## src/rtl/gpio_pkg.sv

```systemverilog
package gpio_pkg;
  typedef enum logic [3:0] {
    RG_BYP  = 4'd0,
    RG_DIR  = 4'd1,
    RG_OE   = 4'd2,
    RG_OUT  = 4'd3,
    RG_IN   = 4'd4,
    RG_MASK = 4'd5,
    RG_EN   = 4'd6,
    RG_DIS  = 4'd7,
    RG_STAT = 4'd8,
    RG_TYPE = 4'd9,
    RG_POL  = 4'd10,
    RG_ANY  = 4'd11
  } reg_idx_t;
endpackage

```

## src/rtl/gpio_sync.sv

```systemverilog
module gpio_sync #(
  parameter int W = 16
) (
  input  logic         clk,
  input  logic         rst_n,
  input  logic [W-1:0] d,
  output logic [W-1:0] q
);
  logic [W-1:0] stage1;
  logic [1:0]   age;

  always_ff @(posedge clk or negedge rst_n) begin
    if (!rst_n) begin
      stage1 <= '0;
      q      <= '0;
    end else begin
      stage1 <= d;
      q      <= stage1;
    end
  end

  always_ff @(posedge clk or negedge rst_n) begin
    if (!rst_n) age <= '0;
    else if (age != 2'd3) age <= age + 2'd1;
  end

  a_r5_two_stage: assert property (@(posedge clk) disable iff (!rst_n)
    (age >= 2'd2) |-> (q == $past(d, 2)));
endmodule

```

## src/rtl/gpio_irq_cell.sv

```systemverilog
module gpio_irq_cell (
  input  logic clk,
  input  logic rst_n,
  input  logic lvl,
  input  logic is_level,
  input  logic pol,
  input  logic both,
  input  logic clr,
  output logic pend
);
  logic prev;
  logic rise, fall, hit;

  always_comb begin
    rise = lvl & ~prev;
    fall = ~lvl & prev;
    if (is_level)  hit = (lvl == pol);
    else if (both) hit = rise | fall;
    else           hit = pol ? rise : fall;
  end

  always_ff @(posedge clk or negedge rst_n) begin
    if (!rst_n) begin
      prev <= 1'b0;
      pend <= 1'b0;
    end else begin
      prev <= lvl;
      pend <= (pend & ~clr) | hit;
    end
  end

  a_r10_hit_kept: assert property (@(posedge clk) disable iff (!rst_n)
    hit |=> pend);
  a_r10_clear: assert property (@(posedge clk) disable iff (!rst_n)
    (clr && !hit) |=> !pend);
  a_r9_no_edge_when_still: assert property (@(posedge clk) disable iff (!rst_n)
    (!is_level && !pend && (lvl == prev)) |=> !pend);
endmodule

```

## src/rtl/gpio_pad_mux.sv

```systemverilog
module gpio_pad_mux #(
  parameter int W = 16
) (
  input  logic [W-1:0] byp,
  input  logic [W-1:0] dir,
  input  logic [W-1:0] oe,
  input  logic [W-1:0] outv,
  input  logic [W-1:0] alt_out,
  input  logic [W-1:0] alt_oe,
  input  logic [W-1:0] pin_in,
  output logic [W-1:0] pin_out,
  output logic [W-1:0] pin_oe,
  output logic [W-1:0] alt_in
);
  for (genvar i = 0; i < W; i++) begin : g_pin
    always_comb begin
      if (byp[i]) begin
        pin_out[i] = alt_out[i];
        pin_oe[i]  = alt_oe[i];
        alt_in[i]  = pin_in[i];
      end else begin
        pin_out[i] = outv[i];
        pin_oe[i]  = oe[i] & ~dir[i];
        alt_in[i]  = 1'b0;
      end
    end
  end

  always_comb begin
    a_r3_input_undriven: assert ((pin_oe & ~byp & dir) == '0);
  end
endmodule

```

## src/rtl/gpio_ctrl.sv

```systemverilog
module gpio_ctrl #(
  parameter int NPINS  = 16,
  parameter int ADDR_W = 6
) (
  input  logic              clk,
  input  logic              rst_n,
  input  logic              psel,
  input  logic              penable,
  input  logic              pwrite,
  input  logic [ADDR_W-1:0] paddr,
  input  logic [31:0]       pwdata,
  output logic [31:0]       prdata,
  input  logic [NPINS-1:0]  pin_in,
  output logic [NPINS-1:0]  pin_out,
  output logic [NPINS-1:0]  pin_oe,
  input  logic [NPINS-1:0]  alt_out,
  input  logic [NPINS-1:0]  alt_oe,
  output logic [NPINS-1:0]  alt_in,
  output logic              irq_o
);
  import gpio_pkg::*;

  localparam int N = NPINS;

  logic [N-1:0] r_byp, r_dir, r_oe, r_out, r_mask, r_type, r_pol, r_any;
  logic [N-1:0] sync_in, pend;
  logic [N-1:0] wd;
  logic [N-1:0] rd_val;
  logic [3:0]   idx;
  logic         acc, wr, rd_stat;

  assign idx     = paddr[5:2];
  assign acc     = psel & penable;
  assign wr      = acc & pwrite;
  assign rd_stat = acc & ~pwrite & (idx == RG_STAT);
  assign wd      = pwdata[N-1:0];

  always_ff @(posedge clk or negedge rst_n) begin
    if (!rst_n) begin
      r_byp  <= '0;
      r_dir  <= '1;
      r_oe   <= '0;
      r_out  <= '0;
      r_mask <= '1;
      r_type <= '0;
      r_pol  <= '0;
      r_any  <= '0;
    end else if (wr) begin
      case (idx)
        RG_BYP:  r_byp  <= wd;
        RG_DIR:  r_dir  <= wd;
        RG_OE:   r_oe   <= wd;
        RG_OUT:  r_out  <= wd;
        RG_EN:   r_mask <= r_mask & ~wd;
        RG_DIS:  r_mask <= r_mask | wd;
        RG_TYPE: r_type <= wd;
        RG_POL:  r_pol  <= wd;
        RG_ANY:  r_any  <= wd;
        default: ;
      endcase
    end
  end

  always_comb begin
    case (idx)
      RG_BYP:  rd_val = r_byp;
      RG_DIR:  rd_val = r_dir;
      RG_OE:   rd_val = r_oe;
      RG_OUT:  rd_val = r_out;
      RG_IN:   rd_val = sync_in;
      RG_MASK: rd_val = r_mask;
      RG_STAT: rd_val = pend;
      RG_TYPE: rd_val = r_type;
      RG_POL:  rd_val = r_pol;
      RG_ANY:  rd_val = r_any;
      default: rd_val = '0;
    endcase
    prdata = '0;
    if (acc && !pwrite) prdata[N-1:0] = rd_val;
  end

  gpio_sync #(.W(N)) u_sync (
    .clk(clk), .rst_n(rst_n), .d(pin_in), .q(sync_in)
  );

  for (genvar i = 0; i < N; i++) begin : g_irq
    gpio_irq_cell u_cell (
      .clk(clk), .rst_n(rst_n), .lvl(sync_in[i]), .is_level(r_type[i]),
      .pol(r_pol[i]), .both(r_any[i]), .clr(rd_stat), .pend(pend[i])
    );
  end

  gpio_pad_mux #(.W(N)) u_pad (
    .byp(r_byp), .dir(r_dir), .oe(r_oe), .outv(r_out),
    .alt_out(alt_out), .alt_oe(alt_oe), .pin_in(pin_in),
    .pin_out(pin_out), .pin_oe(pin_oe), .alt_in(alt_in)
  );

  assign irq_o = |(pend & ~r_mask);

  a_r6_enable_unmasks: assert property (@(posedge clk) disable iff (!rst_n)
    (wr && idx == RG_EN) |=> ((r_mask & $past(wd)) == '0));
  a_r6_disable_masks: assert property (@(posedge clk) disable iff (!rst_n)
    (wr && idx == RG_DIS) |=> ((r_mask & $past(wd)) == $past(wd)));
  a_r6_zero_keeps: assert property (@(posedge clk) disable iff (!rst_n)
    (wr && (idx == RG_EN || idx == RG_DIS) && wd == '0) |=> $stable(r_mask));
  a_r7_masked_quiet: assert property (@(posedge clk) disable iff (!rst_n)
    (&r_mask) |-> !irq_o);

  if (N < 32) begin : g_upper
    a_r2_upper_zero: assert property (@(posedge clk) disable iff (!rst_n)
      prdata[31:N] == '0);
  end
endmodule

```

## config.mk

```make
export PLATFORM = sky130hd
export DESIGN_NAME = gpio_ctrl
export DESIGN_NICKNAME = d
export VERILOG_FILES = /design/src/rtl/gpio_pkg.sv /design/src/rtl/gpio_sync.sv /design/src/rtl/gpio_irq_cell.sv /design/src/rtl/gpio_pad_mux.sv /design/src/rtl/gpio_ctrl.sv
export SDC_FILE = /design/constraint.sdc
export NUM_CORES = 1
export LEC_CHECK = 0
export ABC_AREA = 1
export BUFFER_PORTS_ARGS = -buffer_cell sky130_fd_sc_hd__buf_2
export CORE_MARGIN = 2
export CORE_UTILIZATION = 55
export CTS_CLUSTER_DIAMETER = 40
export DETAILED_ROUTE_END_ITERATION = 7
export GPL_TIMING_DRIVEN = 0
export PLACE_DENSITY = 0.78
export SYNTH_ARGS = -nofsm -noshare
export SYNTH_HDL_FRONTEND = slang
export SYNTH_SLANG_ARGS = --single-unit
```

## constraint.sdc

```tcl
create_clock -name clk -period 1.6 [get_ports clk]
set_input_delay 0.16 -clock clk [delete_from_list [all_inputs] [get_ports clk]]
set_output_delay 0.16 -clock clk [all_outputs]
set_load 0.02 [all_outputs]
```

==> flow_summary_export.csv, run 1 <==
group,metric,value,unit
place,routabilityCongestion,0.928,
place,hpwl,21600,um
logic_synthesis,synth_cell_types,30,
logic_synthesis,ys_ff_latch,192,
setup_path,cpPeakStageDelay,0.55,ns
global_routing,overflow,0,
timing,relSlewSlack,0.400,
timing,setup_slack,-0.367,ns
global_routing,grt_first_pass_wirelength,52100,um
routing,drtPass1Iterations,6,
setup_path,slowest_stage,"dfstp_2",
die,core,0.0179,mm2
finish,final_cell_mix,"nand2_1 (357), o21ai_0 (141), inv_1 (140), dfrtp_1 (135), nand3_1 (126)",
finish,final_layout_size_suffix_gt1_frac,0.279,
timing,setup_violations,18,
cts,cts_made_buffers,17,
logic_synthesis,synth_xor_area_frac,0.00175,
setup_path,r2r_start,"u_sync.q[6]",
routing,route.detailed.drc,0,
die,ios,172,
finish,finish.instance_area,0.0130,mm2
setup_path,crit_path_max_fanout,2,
setup_path,crit_required,1.44,ns
finish,final_common_cell,"nand2_1",
cts,clk_latency,0.45,ns
status,violations,"setup timing",
timing,tightest_slew,0.900,ns
routing,wl,34700,um
pwr,power_leakage,6.68,nW
logic_synthesis,synth_top_family_by_area,"simple AND/OR/NAND/NOR gates",
finish,n_antenna_cell,0,
pwr,finalPower,12.3,mW
pwr,vdd.ir_drop.worst,0.782,mV
job,cap_violations,0,
setup_path,cp.arrival,1.81,ns
die,die_h,139,um
status,status,"finished with violations",
logic_synthesis,synthCells,1256,
routing,detail_route.wl_per_cell,19.7,um
place,dpl_cell_area,0.0111,mm2
setup_path,r2r-end,"g_irq[6].u_cell.pend",
routing,postRouteAntennaNets,0,
setup_path,path_class,"reg -> out",
cts,path_clk_slew,0.07,ns
finish,fin_nets,1641,
die,rows,49,
timing,fmax,508,MHz
cts,cts_max_level,4,
finish,syn2layout_area_growth,29.7,%
die,fp.dieArea,0.0193,mm2
timing,maxSlewViolCount,0,
logic_synthesis,synth_warnings,0,
cts,cts_root_buf,"clkbuf_16",
global_routing,grt_antenna_before_repair,0,
timing,hold_violations,0,
setup_path,cp_cell_sequence,"or2_2 > nand4_1 > nor3_2 > nand2_1 > buf_6",
logic_synthesis,synth-compound-area-share,0.113,
global_routing,grt_max_degree,119,
timing,period_minus_slack,1.97,ns
routing,drt_first_iter_violations,1372,
logic_synthesis,synth_area_per_cell,7.96,um2
cts,cts_tree,"done",
logic_synthesis,synth-simple-area-share,0.249,
timing,skew,0.00951,ns
cts,cts_sinks,192,
die,die_width,139,um
setup_path,crit_path_end_kind,"output pin",
logic_synthesis,synth.area.mux_share,0.0180,
place,place_ws,-0.579,ns
finish,nFillCells,1358,
hold_path,hp-class,"in -> async",
cts,cts_buffer_depth,2,
pwr,p_per_area,950,mW/mm2
global_routing,grt_pass1_vias,9527,
routing,viasPerCell,5.84,
setup_path,crit_family,"simple AND/OR/NAND/NOR gates",
logic_synthesis,synth_adder_area_share,0.0401,
place,portBuffers,137,
setup_path,startpoint_type,"register",
global_routing,grtUsageTotal,0.353,
setup_path,path_buf_inv,1,
timing,rsz0062_at_grt,"true",
timing,finalCritPeriodShare,1.23,
setup_path,r2r_setup_slack,0.07,ns
logic_synthesis,syn_area,0.00999,mm2
die,initial_core_util,0.558,
setup_path,reg2reg_depth,6,
logic_synthesis,synth_seq_area_share,0.485,
routing,vias,10300,
[logic make-up after synthesis]
logic type,count (synthesis)
AOI/OAI and AO/OA,204
other,1
xor gates and xnor gates,2
DFF,192
adders and majority gates,32
buffers and inverters,223
and+or+nand+nor,586
muxes,16
[worst max path at each step]
stage               startpoint          end  slack [ns]  depth (start not counted)
finish                register        irq_o       -0.37                          5
global route          register        irq_o       -0.38                          5
detailed placement    paddr[2]   prdata[13]       -0.58                         10
floorplan             paddr[2]   prdata[12]        0.30                          8
CTS                   register        irq_o       -0.32                          5
global placement         rst_n  u_sync.q[8]       -2.72                          1
[cells in the mapped netlist]
master	instances	area share
or2_2	8	0.0050
nand3_2	2	0.0020
nor2_2	6	0.0038
nor3_1	2	0.0010
a32oi_1	11	0.0096
a22oi_1	2	0.0015
clkbuf_1	32	0.012
nand3_1	144	0.072
ha_1	32	0.040
buf_4	21	0.016
nand2_1	373	0.14
o21ai_1	5	0.0025
nor3_2	2	0.0020
inv_1	153	0.057
nand3b_1	11	0.0083
o21ai_0	141	0.071
inv_2	3	0.0011
mux2_2	16	0.018
conb_1	1	0.00038
o31ai_1	16	0.012
dfrtp_1	160	0.40
nand4_1	2	0.0013
dfstp_2	32	0.084
buf_1	1	0.00038
nor2_1	36	0.014
o211ai_1	5	0.0038
buf_2	13	0.0065
o22ai_1	4	0.0025
xnor2_1	2	0.0018
a21oi_1	20	0.010
[sequential cells by signal, summed over array words and instances (netlist names), named ones only]
signal and cells:
g_irq.u_cell.prev 16, r_any 16, u_sync.q 16, r_type 16
u_sync.stage1 16, r_out 16, g_irq.u_cell.pend 16, r_oe 16
r_byp 16, r_pol 16, r_dir 16
[routing by layer]
metal	vias to the layer above	global-route usage	part of all wire	routed length, um
met4	0	0.202	0.061	2100
met5	-	0	0	0
met1	4824	0.466	0.37	12800
met3	157	0.0815	0.12	4140
li1	4554	-	-	-
met2	738	0.538	0.45	15700
[cell type report]
| type | instances | area [um2] | area share |
|---|---|---|---|
| multi-input combinational | 856 | 4520 | 0.349 |
| clock buffer | 19 | 433 | 0.0334 |
| tap | 229 | 287 | 0.0221 |
| inverter | 156 | 589 | 0.0455 |
| buffer | 67 | 502 | 0.0387 |
| sequential | 192 | 4880 | 0.376 |
| clock inverter | 13 | 105 | 0.00811 |
| timing repair buffer | 228 | 1650 | 0.127 |
[power breakdown]
group / internal [mW] / total (mW) / switching (mW)
registers: 5.36 / 5.85 / 0.488
clock network: 2.02 / 4.01 / 2.00
logic: 1.03 / 2.45 / 1.42
[metrics by stage]
stage / utilization / hold slack, ns / instances / TNS (ns)
after global placement: 0.616 / 0.281 / 1637 / -509.41
after detailed placement: 0.618 / 0.167 / 1638 / -29.14
after floorplan: - / -0.136 / 1271 / 0
after global routing: 0.724 / 0.284 / 1760 / -2.48
after CTS: 0.691 / 0.221 / 1723 / -1.39
final: 0.724 / 0.255 / 1760 / -1.49
[repair_timing]
item                                    4_1_cts  5_1_grt
gates resized for setup                      97      113
endpoints found under the setup margin       20       32
endpoints found under the hold margin        94        0
cloned                                        0        1
buffers inserted                             20       36
hold buffers                                 33        0
pin swaps                                    10       34
Power figures use the tool's default switching activity.
==> inputs of run 2 (changes only) <==
--- a/config.mk
+++ b/config.mk
@@ -5,14 +5,13 @@
 export SDC_FILE = /design/constraint.sdc
 export NUM_CORES = 1
 export LEC_CHECK = 0
-export ABC_AREA = 1
 export BUFFER_PORTS_ARGS = -buffer_cell sky130_fd_sc_hd__buf_2
 export CORE_MARGIN = 2
 export CORE_UTILIZATION = 55
 export CTS_CLUSTER_DIAMETER = 40
 export DETAILED_ROUTE_END_ITERATION = 7
 export GPL_TIMING_DRIVEN = 0
-export PLACE_DENSITY = 0.78
+export PLACE_DENSITY = 0.79
 export SYNTH_ARGS = -nofsm -noshare
 export SYNTH_HDL_FRONTEND = slang
 export SYNTH_SLANG_ARGS = --single-unit
==> run 2 against run 1 <==
Net effect: the flow still finishes with violations (setup timing); sequential share of layout area barely moved; count of clock-buffer cells in the layout down 1; total power rose by 7.7%; final cell count fell by 29%; sequential cell count did not move; core utilization up 2.9 points; die area is 4.1% lower; worst hold slack worse by 0.22 ns; critical path type unchanged; largest cell class unchanged; largest power group unchanged; highest routed layer unchanged.
==> flow_summary_export.csv, run 2 <==
group,metric,value,unit
status,status,"finished with violations",
status,violations,"setup timing",
timing,setup_violations,22,
finish,syn2layout_area_growth,35.1,%
global_routing,grt_pass1_vias,7850,
timing,period_minus_slack,1.89,ns
place,dpl_cell_area,0.0108,mm2
place,portBuffers,136,
die,core,0.0172,mm2
die,die_width,136,um
timing,maxSlewViolCount,0,
setup_path,crit_family,"flip-flops",
routing,postRouteAntennaNets,0,
global_routing,grt_max_degree,102,
cts,cts_made_buffers,17,
setup_path,slowest_stage,"dfstp_2",
die,initial_core_util,0.557,
timing,whs,0.0365,ns
logic_synthesis,synth_seq_area_share,0.506,
cts,cts_max_level,4,
timing,fmax,529,MHz
logic_synthesis,synthCells,759,
setup_path,crit_path_end_kind,"output pin",
logic_synthesis,yosysMostFrequentCell,"dfrtp_1",
global_routing,grt_util_met3,0.0742,
pwr,power_leakage,6.01,nW
logic_synthesis,synth_area_per_cell,12.6,um2
timing,hold_violations,0,
timing,relSlewSlack,0.534,
routing,drtPass1Iterations,6,
logic_synthesis,yosysTopAreaCell,"dfrtp_1",
setup_path,startpoint_type,"register",
job,cap_violations,0,
logic_synthesis,synthFlopType,"dfrtp_1",
cts,cts_buffer_depth,2,
routing,vias,7673,
place,routabilityCongestion,0.883,
setup_path,crit_required,1.44,ns
cts,clk_latency,0.44,ns
cts,cts_root_buf,"clkbuf_16",
logic_synthesis,synth_edf_count,0,
global_routing,gr-usage-met1,0.405,
logic_synthesis,synth.top_cell.area_share,0.418,
timing,finalSetupTns,-3.50,ns
hold_path,hold_depth,3,
cts,cts_tree,"done",
setup_path,path_class,"reg -> out",
routing,wl,29600,um
global_routing,use_met2,0.525,
finish,final_layout_size_suffix_gt1_frac,0.542,
setup_path,path_buf_inv,1,
timing,finalCritPeriodShare,1.18,
global_routing,overflow,0,
setup_path,cp_cell_sequence,"o22ai_2 > a221oi_4 > nand4_1 > buf_4",
timing,tightest_slew,0.699,ns
setup_path,cpPeakStageDelay,0.58,ns
pwr,vdd.ir_drop.worst,0.909,mV
routing,drt_first_iter_violations,732,
logic_synthesis,synthTopCellsByCount,"dfrtp_1 (160), mux2_2 (135), inv_1 (50)",
global_routing,grtUsageTotal,0.325,
global_routing,gr-max-usage-layer,"met2",
timing,skew,0.00721,ns
setup_path,cp.arrival,1.73,ns
logic_synthesis,synth_cell_types,42,
setup_path,reg2reg_depth,7,
logic_synthesis,synthArstFlopShare,1.00,
routing,detail_route.wl_per_cell,23.6,um
logic_synthesis,ys_ff_latch,192,
die,die_h,136,um
timing,setup_slack,-0.291,ns
setup_path,cp.depth,4,
cts,path_clk_slew,0.07,ns
setup_path,crit_path_max_fanout,3,
finish,finish.instance_area,0.0129,mm2
die,rows,48,
logic_synthesis,syn_area,0.00957,mm2
global_routing,grt_antenna_before_repair,0,
cts,cts_sinks,192,
finish,n_antenna_cell,0,
pwr,p_per_area,1030,mW/mm2
global_routing,grt_first_pass_wirelength,44200,um
die,fp.dieArea,0.0185,mm2
hold_path,hp-class,"in -> reg",
place,place_ws,-0.828,ns
finish,final_common_cell,"dfrtp_1",
logic_synthesis,yosys-top-cells-area,"dfrtp_1 (42%), mux2_2 (16%), dfstp_2 (8.8%)",
place,hpwl,16700,um
finish,final_cell_mix,"dfrtp_1 (139), mux2_2 (133), buf_2 (108), buf_4 (82), inv_1 (48)",
die,ios,172,
finish,fin_nets,1136,
routing,route.detailed.drc,0,
routing,viasPerCell,6.13,
logic_synthesis,synth_warnings,0,
timing,rsz0062_at_grt,"true",
## run 2: power by group
| part | switching, mW | internal (mW) | leakage, nW | total (mW) |
|---|---|---|---|---|
| Combinational | 1.19 | 1.20 | 3.40 | 2.39 |
| Sequential | 0.577 | 5.45 | 2.28 | 6.02 |
| Clock | 1.88 | 2.97 | 0.326 | 4.86 |
| Total | 3.65 | 9.62 | 6.01 | 13.3 |
## run 2: path summary, 6_finish.rpt
| check | endpoint | from | slack, ns |
|---|---|---|---|
| worst max-delay path | irq_o | register | -0.29 |
| worst min-delay path | register | pwdata[11] | 0.04 |
| worst max register to register | g_irq[14].u_cell.pend | u_sync.q[14] | 0.03 |
| worst min register to register | u_sync.q[3] | u_sync.stage1[3] | 0.35 |
| max in group asynchronous | r_byp[4] | rst_n | 0.32 |
| min in group asynchronous | u_sync.q[13] | rst_n | 0.32 |
## run 2: logic make-up (layout without fill, tap and decap cells)
group	count (synthesis)	count (layout)	synth area share
muxes	144	144	0.168
DFF	192	192	0.506
other	1	16	0.000392
and+or+nand+nor	107	107	0.0773
AOI/OAI and AO/OA	169	169	0.139
buffers and inverters	98	350	0.0528
adders and majority gates	32	32	0.0418
xor gates and xnor gates	16	16	0.0146
## run 2: layout make-up
cell class	count	area, um2
plain buffers	42	439
multi-input cells	484	4760
fillers	1019	4240
well taps	225	282
clock inverters	14	236
clock buffers	18	439
repair buffers	223	1710
inverters	53	199
flip-flops and latches	192	4870
## run 2: routing by layer
layer	share of wire	vias up
met5	0	-
met4	0.048	0
met3	0.081	102
met2	0.49	422
met1	0.39	3869
li1	-	3280
## run 2: worst min-delay path: cells and delay by family
family | cells | cell delay (ns)
buffers and inverters | 1 | 0.15
and+or+nand+nor | 1 | 0.08
muxes | 1 | 0.07
## run 2: what timing repair did
item,4_1_cts,5_1_grt
hold buffers,17,0
setup endpoints to repair,77,73
gates resized for setup,135,57
hold endpoints to repair,88,0
pin swaps,30,29
setup buffers,50,16
cloned,6,0
## run 2: through the flow
stage          power (mW)   util  instances
2_1_floorplan        7.17      -        774
3_3_place_gp         7.83  0.626       1135
3_5_place_dp         7.93  0.628       1136
4_1_cts              13.1  0.738       1240
5_1_grt              13.7  0.753       1251
6_report             13.3  0.753       1251
